## src/rtl/prt_pkg.sv

```systemverilog
package prt_pkg;

    localparam int unsigned CTRL_START_BIT = 0;
    localparam int unsigned CTRL_CLEAR_BIT = 1;

    typedef enum logic [1:0] {
        RSEL_CTRL   = 2'd0,
        RSEL_RELOAD = 2'd1,
        RSEL_COUNT  = 2'd2,
        RSEL_NONE   = 2'd3
    } reg_sel_e;

    typedef struct packed {
        logic clear;
        logic start;
        logic load;
    } cnt_cmd_t;

    // word-aligned decode of a byte address
    function automatic reg_sel_e decode_addr(input logic [31:0] byte_addr);
        reg_sel_e sel;
        if (byte_addr[1:0] != 2'b00) begin
            sel = RSEL_NONE;
        end else begin
            case (byte_addr[31:2])
                30'd0:   sel = RSEL_CTRL;
                30'd1:   sel = RSEL_RELOAD;
                30'd2:   sel = RSEL_COUNT;
                default: sel = RSEL_NONE;
            endcase
        end
        return sel;
    endfunction

endpackage

```

## src/rtl/prt_regbank.sv

```systemverilog
module prt_regbank
    import prt_pkg::*;
#(
    parameter int unsigned DATA_W = 32,
    parameter int unsigned ADDR_W = 8,
    parameter int unsigned CNT_W  = 16
) (
    input  logic              clk,
    input  logic              rst,
    input  logic              bus_sel,
    input  logic              bus_we,
    input  logic [ADDR_W-1:0] bus_addr,
    input  logic [DATA_W-1:0] bus_wdata,
    input  logic [CNT_W-1:0]  cnt_value,
    output logic [DATA_W-1:0] bus_rdata,
    output cnt_cmd_t          cmd,
    output logic [CNT_W-1:0]  load_val,
    output logic [CNT_W-1:0]  reload_q,
    output logic [DATA_W-1:0] ctrl_q
);

    reg_sel_e rsel;
    logic     wr_acc;
    logic     rd_acc;

    always_comb begin
        rsel   = decode_addr(32'(bus_addr));
        wr_acc = bus_sel && bus_we;
        rd_acc = bus_sel && !bus_we;
    end

    always_comb begin
        cmd.clear = wr_acc && (rsel == RSEL_CTRL) && bus_wdata[CTRL_CLEAR_BIT];
        cmd.start = wr_acc && (rsel == RSEL_CTRL) && !bus_wdata[CTRL_CLEAR_BIT]
                    && bus_wdata[CTRL_START_BIT];
        cmd.load  = wr_acc && (rsel == RSEL_RELOAD);
        load_val  = bus_wdata[CNT_W-1:0];
    end

    always_ff @(posedge clk) begin
        if (rst || cmd.clear) begin
            ctrl_q   <= '0;
            reload_q <= '0;
        end else begin
            if (wr_acc && (rsel == RSEL_CTRL)) begin
                ctrl_q <= bus_wdata;
            end
            if (cmd.load) begin
                reload_q <= load_val;
            end
        end
    end

    always_comb begin
        bus_rdata = '0;
        if (rd_acc) begin
            case (rsel)
                RSEL_CTRL:   bus_rdata = ctrl_q;
                RSEL_RELOAD: bus_rdata = DATA_W'(reload_q);
                RSEL_COUNT:  bus_rdata = DATA_W'(cnt_value);
                default:     bus_rdata = '0;
            endcase
        end
    end

endmodule

```

## src/rtl/prt_counter.sv

```systemverilog
module prt_counter
    import prt_pkg::*;
#(
    parameter int unsigned CNT_W = 16
) (
    input  logic             clk,
    input  logic             rst,
    input  logic             tick_en,
    input  cnt_cmd_t         cmd,
    input  logic [CNT_W-1:0] load_val,
    input  logic [CNT_W-1:0] reload_q,
    output logic [CNT_W-1:0] count_q,
    output logic             run_q
);

    logic [CNT_W-1:0] next_step;

    always_comb begin
        if (count_q == '0) begin
            next_step = reload_q;
        end else begin
            next_step = count_q - CNT_W'(1);
        end
    end

    always_ff @(posedge clk) begin
        if (rst || cmd.clear) begin
            count_q <= '0;
            run_q   <= 1'b0;
        end else begin
            if (cmd.start) begin
                run_q <= 1'b1;
            end
            if (cmd.load) begin
                count_q <= load_val;
            end else if (run_q && tick_en) begin
                count_q <= next_step;
            end
        end
    end

endmodule

```

## src/rtl/prt_timer.sv

```systemverilog
module prt_timer
    import prt_pkg::*;
#(
    parameter int unsigned DATA_W = 32,
    parameter int unsigned ADDR_W = 8,
    parameter int unsigned CNT_W  = 16
) (
    input  logic              clk,
    input  logic              rst,
    input  logic              tick_en,
    input  logic              bus_sel,
    input  logic              bus_we,
    input  logic [ADDR_W-1:0] bus_addr,
    input  logic [DATA_W-1:0] bus_wdata,
    output logic [DATA_W-1:0] bus_rdata
);

    cnt_cmd_t          cmd;
    logic [CNT_W-1:0]  load_val;
    logic [CNT_W-1:0]  reload_q;
    logic [CNT_W-1:0]  count_q;
    logic [DATA_W-1:0] ctrl_q;
    logic              run_q;

    prt_regbank #(
        .DATA_W(DATA_W),
        .ADDR_W(ADDR_W),
        .CNT_W (CNT_W)
    ) regs_i (
        .clk      (clk),
        .rst      (rst),
        .bus_sel  (bus_sel),
        .bus_we   (bus_we),
        .bus_addr (bus_addr),
        .bus_wdata(bus_wdata),
        .cnt_value(count_q),
        .bus_rdata(bus_rdata),
        .cmd      (cmd),
        .load_val (load_val),
        .reload_q (reload_q),
        .ctrl_q   (ctrl_q)
    );

    prt_counter #(
        .CNT_W(CNT_W)
    ) cnt_i (
        .clk     (clk),
        .rst     (rst),
        .tick_en (tick_en),
        .cmd     (cmd),
        .load_val(load_val),
        .reload_q(reload_q),
        .count_q (count_q),
        .run_q   (run_q)
    );

endmodule

```

## config.mk

```make
export PLATFORM = sky130hd
export DESIGN_NAME = prt_timer
export DESIGN_NICKNAME = d
export VERILOG_FILES = /design/src/rtl/prt_pkg.sv /design/src/rtl/prt_regbank.sv /design/src/rtl/prt_counter.sv /design/src/rtl/prt_timer.sv
export SDC_FILE = /design/constraint.sdc
export NUM_CORES = 1
export LEC_CHECK = 0
export CAP_MARGIN = 20
export CELL_PAD_IN_SITES_DETAIL_PLACEMENT = 0
export CELL_PAD_IN_SITES_GLOBAL_PLACEMENT = 1
export CORE_MARGIN = 10
export CORE_UTILIZATION = 37
export CTS_CLUSTER_SIZE = 14
export DETAILED_ROUTE_END_ITERATION = 6
export HOLD_SLACK_MARGIN = 0.15
export MAX_ROUTING_LAYER = met4
export PLACE_DENSITY_LB_ADDON = 0.12
export SLEW_MARGIN = 15
export SYNTH_ARGS = -nofsm -noshare
export SYNTH_HDL_FRONTEND = slang
export SYNTH_SLANG_ARGS = --single-unit
```

## constraint.sdc

```tcl
create_clock -name clk -period 2.15 [get_ports clk]
set_clock_uncertainty 0.1 [all_clocks]
set_input_delay 0.3225 -clock clk [delete_from_list [all_inputs] [get_ports clk]]
set_output_delay 0.3225 -clock clk [all_outputs]
set_load 0.02 [all_outputs]
```

* After elaboration in Yosys (flattened, before gate mapping) *
Index checks and enable logic that the tools add are counted.

word-level totals
  output and inout port bits = 32
  input bits = 45
  register bits after elaboration = 65
  logic and storage cells = 32

operators by class
  equal/unequal tests = 4
  multiplexer cells = 7
  reduce and logical (&&, ||, !) cells = 16
  add/subtract/negate cells = 1

operators with widths
  cell                                                                    count
  32-bit case mux with 3 select lines                                     1
  16-bit 2-to-1 mux                                                       3
  32-bit 2-to-1 mux                                                       1
  16-bit logical NOT                                                      1
  16-bit by 1-bit subtractor with 16-bit output (second input constant)   1
  1-bit logical AND                                                       8
  6-bit by 1-bit equality test with 1-bit output (second input constant)  1
  6-bit by 2-bit equality test with 1-bit output (second input constant)  1
  6-bit logical NOT                                                       1
  2-bit case mux with 3 select lines                                      1
  2-bit nonzero test                                                      2
  2-bit by 1-bit equality test with 1-bit output (second input constant)  1
  2-bit equality test (second input constant)                             1
  1-bit logical NOT                                                       2
  2-bit logical NOT                                                       1
  2-bit 2-to-1 mux                                                        1
  1-bit logical OR                                                        1

* Depth between registers and ports, before layout *
  depth in word-level cells = 7
  depth in mapped cells = 8
  gate-level depth less buffers = 6

* Hierarchy *
Synthesis repeated with hierarchy kept, for this count alone.

unflattened totals
  cells, all modules = 445
  area, all modules = 3644.7 sq um

by module, submodules not included
  module       sequential area each (sq um)  instances  cells an instance  area each (sq um)
  prt_regbank  960.9                         1          292                2369.8
  prt_counter  340.3                         1          153                1275.0

* Worst setup path after synthesis *
Ideal clock, no wire load.

  kind = input port to output port
  from = input port bus_addr[3]
  to = output port bus_rdata[21]
  required time = 1727 ps
  path slack = 86 ps
  path buffers = 2
  arrival = 1641 ps
  cell stages on the path = 6
  path through = buf_4 > nor4b_4 > nand3b_1 > nor2_1 > clkbuf_1 > and2_1

between the ends
  word-level cells in the longest chain between the ends = 6
  elaborated cells between the ends (all ways) = 10
  those cells by class = eq/ne: 4; mux: 4; reduce/logical: 2

ends and longest elaborated chain
  element                                                                       line               source
  start: declaration                                                            prt_timer.sv:13    input logic [ADDR_W-1:0] bus_addr,
  6-bit by 2-bit equality test with 1-bit output, or another cell as far along  prt_pkg.sv:25      case (byte_addr[31:2])
  2-bit case mux with 3 select lines *                                          prt_pkg.sv:25
  2-bit 2-to-1 mux *                                                            prt_pkg.sv:22      if (byte_addr[1:0] != 2'b00) begin
  2-bit equality test, or another cell as far along                             prt_regbank.sv:57  case (rsel)
  32-bit case mux with 3 select lines *                                         prt_regbank.sv:57
  32-bit 2-to-1 mux *                                                           prt_regbank.sv:56  if (rd_acc) begin
  end: declaration                                                              prt_timer.sv:15    output logic [DATA_W-1:0] bus_rdata

Mark *: on every way between the ends. The rest lies on a longest branch, timed or not.

* Worst setup path after layout *
  from = input port bus_addr[0]
  to = output port bus_rdata[22]

between the ends
  word-level cells in the longest chain between the ends = 5
  elaborated cells between the ends (all ways) = 7
  those cells by class = eq/ne: 2; mux: 3; reduce/logical: 2

ends and longest elaborated chain
  element                                            line
  2-bit nonzero test *                               prt_pkg.sv:22
  2-bit 2-to-1 mux *                                 prt_pkg.sv:22
  2-bit equality test, or another cell as far along  prt_regbank.sv:57
  32-bit case mux with 3 select lines *              prt_regbank.sv:57
  32-bit 2-to-1 mux *                                prt_regbank.sv:56

Marks and branches as above.

==> flow_summary.toml <==
[run_status]
outcome = "completed"

[placed_design]
place_area_um2 = 4640
gp_congestion = 0.879
detailedPlacementHpwl_um = 8180
port-buffer-count = 76

[critical_path]
cp_slowest_stage_delay_ps = 270
crit_path_start_kind = "input port"
reg2reg_setup_slack_ps = 230
reg2reg_depth = 5
cp_cell_sequence = "dlygate4sd2_1 -> nor4b_4 -> nand3b_1 -> nor2_4 -> buf_6 -> and2_4 -> buf_6"
cp-end-kind = "output port"
critical_path.max_fanout = 8
cpMostUsedCell = "buf_6"
rr_endpoint = "cnt_i.count_q[7]$_SDFFE_PP0P_"
reg2reg_launch_point = "cnt_i.count_q[15]$_SDFFE_PP0P_"
worstPathArrival_ps = 1610
worst_ep_required_time_ps = 1730
cpMaxStageDelayCell = "dlygate4sd2_1"
setup.worst_path.class = "in -> out"

[timing]
max_clock_freq_mhz = 493
maxSlewViolCount = 0
max-slew-margin-rel = 0.751
max_slew.worst_pin.slew_ps = 370
setup_violations = 0
finalHoldViolCount = 0
final.period_utilization = 0.944
finalWorstPathRequiredPeriod_ps = 2030

[layout]
layout-area-overhead-vs-synth_pct = 38.5
layout.nets = 604
most_frequent_standard_cell_in_the_layout_excluding_fill_and_tap_cells = "nand2_1"
diodes = 0
total_non_filler_cell_area_in_the_finished_layout_um2 = 4930
post_route_cells_drive_above_1_share = 0.260
layout.core_utilization = 0.531
most-common-layout-cells = "nand2_1 (103), a21oi_1 (73), dfxtp_1 (65)"
fillCellCount = 937

[yosys]
post-synth-top-area-fraction = 0.366
ys_ff_latch = 65
synth.yosys.seq_area_share = 0.366
post_synth.cell_area_avg_um2 = 7.75
synth_fp_nets = 506
postSynth.topFlopCell = "dfxtp_1"
netlist.top_cell.by_area = "dfxtp_1"
post_synth_main_area_contributors = "dfxtp_1 (37%), nand2_1 (11%), a21oi_1 (10%)"
synthDistinctLibCells = 53
yosys_warnings = 0
synthArstFlopShare = 0
mappedNetlistArea_um2 = 3560
netlist_instances = 459
synth_enable_flop_cells = 0

[clocking]
clk_pin_slew_ps = 70
h-tree-depth = 3
tritoncts_num_sinks = 65
cts_inserted_buffers = 9
cts_root_buffer = "clkbuf_8"
worst_skew_pair.late_latency_ps = 350
clock_tree_from_tritoncts = "built"
cts-hold-fix-buffers = 0
max-clock-path-buffers = 2

[grt]
gr-usage-met1 = 0.211
use_met2 = 0.264
grt_max_degree = 31
global_route.usage.total = 0.168
grt.busiest_layer = "met2"
grt_remaining_overflow = 0
grt_pass1_wl_um = 19000
number_of_antenna_violations_at_the_first_check_in_global_routing = 0
first_global_vias = 3713
grt_util_met3 = 0.0302

[power]
static-leakage-power_nw = 1.83
ir_worst_vdd_mv = 0.224
power_density_nw_per_um2 = 479

[routing]
drc_errors = 0
post_drt_wl_per_cell_um = 16.6
antenna_left = 0
drt_wl_total_um = 11400
via_count = 3481
drt_pass1_iterations = 4
post_drt_via_cell_ratio = 5.04
drt-initial-drc-count = 193

[die]
floorplan.io_pins = 77
die_height_um = 118
die_area_um2 = 13900
floorplan.initialDensity = 0.383
core_region_area_um2 = 9280
num_rows = 35
die_x_um = 118

[hold_path]
whs_endpoint = "regs_i.ctrl_q[31]$_SDFFE_PP0P_"
min-delay-start = "regs_i.ctrl_q[31]$_SDFFE_PP0P_"
instance_count_along_the_most_critical_hold_path = 2
holdCritPathClass = "reg -> reg"

[job]
drv.max_cap_violation_count = 0
[metrics by stage]
stage	setup TNS, ps	hold slack (ps)	worst slack (ps)	total power (W)	instances
floorplan	0	299	86.2	0.00130	459
global placement	-27810	336	-633	0.00142	669
detailed placement	-31880	342	-665	0.00142	669
CTS	0	356	2.43	0.00239	688
global route	-18.6	364	-7.69	0.00245	691
finish	0	352	120	0.00236	691
[where the power goes]
part           internal (W)  switching [W]
Sequential          0.00120    0.000000865
Clock              0.000428       0.000538
Combinational      0.000104      0.0000877
Total               0.00173       0.000627
[critical path, delay by kind of cell]
| family | cells | cell delay, ps |
|---|---|---|
| and+or+nand+nor | 4 | 750 |
| buffers and inverters | 3 | 540 |
[how the worst max path moves through the flow]
stage / to / cells past startpoint / start / slack (ps)
finish: bus_rdata[22] / 7 / bus_addr[0] / 120
global route: bus_rdata[22] / 7 / bus_addr[0] / -8
CTS: bus_rdata[22] / 7 / bus_addr[4] / 2
detailed placement: bus_rdata[18] / 7 / bus_addr[5] / -660
global placement: bus_rdata[16] / 7 / bus_addr[5] / -630
floorplan: bus_rdata[21] / 6 / bus_addr[3] / 90
[cell type report]
type                            instances  area [µm²]  share of cell area
Inverter                                5        18.8             0.00381
Clock inverter                          7        52.6              0.0107
Clock buffer                            9         124              0.0251
Multi-Input combinational cell        356        2120               0.429
Timing Repair Buffer                  120        1150               0.234
Tap cell                              129         161              0.0327
Sequential cell                        65        1300               0.264
[cells by family after synthesis]
kind of cell	Yosys count	synth area share
fa+ha+maj	2	0.00703
mux	16	0.0450
xor+xnor	6	0.0148
compound gates	117	0.226
flops	65	0.366
simple gates	215	0.284
buf+inv	38	0.0577
[synthesized netlist by cell type (3+ instances only)]
master,n
buf_4,9
mux2i_1,16
a211oi_2,8
a221oi_2,6
a21oi_1,73
xnor2_1,3
nor2_1,60
inv_1,5
buf_2,11
a41oi_1,3
nand2_1,103
nand4_1,3
dfxtp_1,65
and2_1,18
xor2_1,3
clkbuf_1,9
o211ai_1,3
a31oi_1,3
nand3_1,6
o31ai_1,7
nor4_2,3
[state kept, by name, indices dropped and copies added (netlist names)]
name             count
regs_i.reload_q     16
cnt_i.count_q       16
regs_i.ctrl_q       32
cnt_i.run_q          1
[metal layers]
layer / up-vias / part of all wire / wire length [µm]
li1: 1788 / - / -
met1: 1600 / 0.48 / 5450
met2: 81 / 0.47 / 5380
met3: 12 / 0.039 / 451
met4: 0 / 0.014 / 159
met5: - / 0 / 0
[what timing repair did]
action	CTS	global route
setup buffers	1	3
cloned	2	0
endpoints found under the setup margin	32	33
pin swaps	4	6
resized for setup	182	11
endpoints found under the hold margin	0	0
No activity file was read; power rests on OpenSTA's default activity.
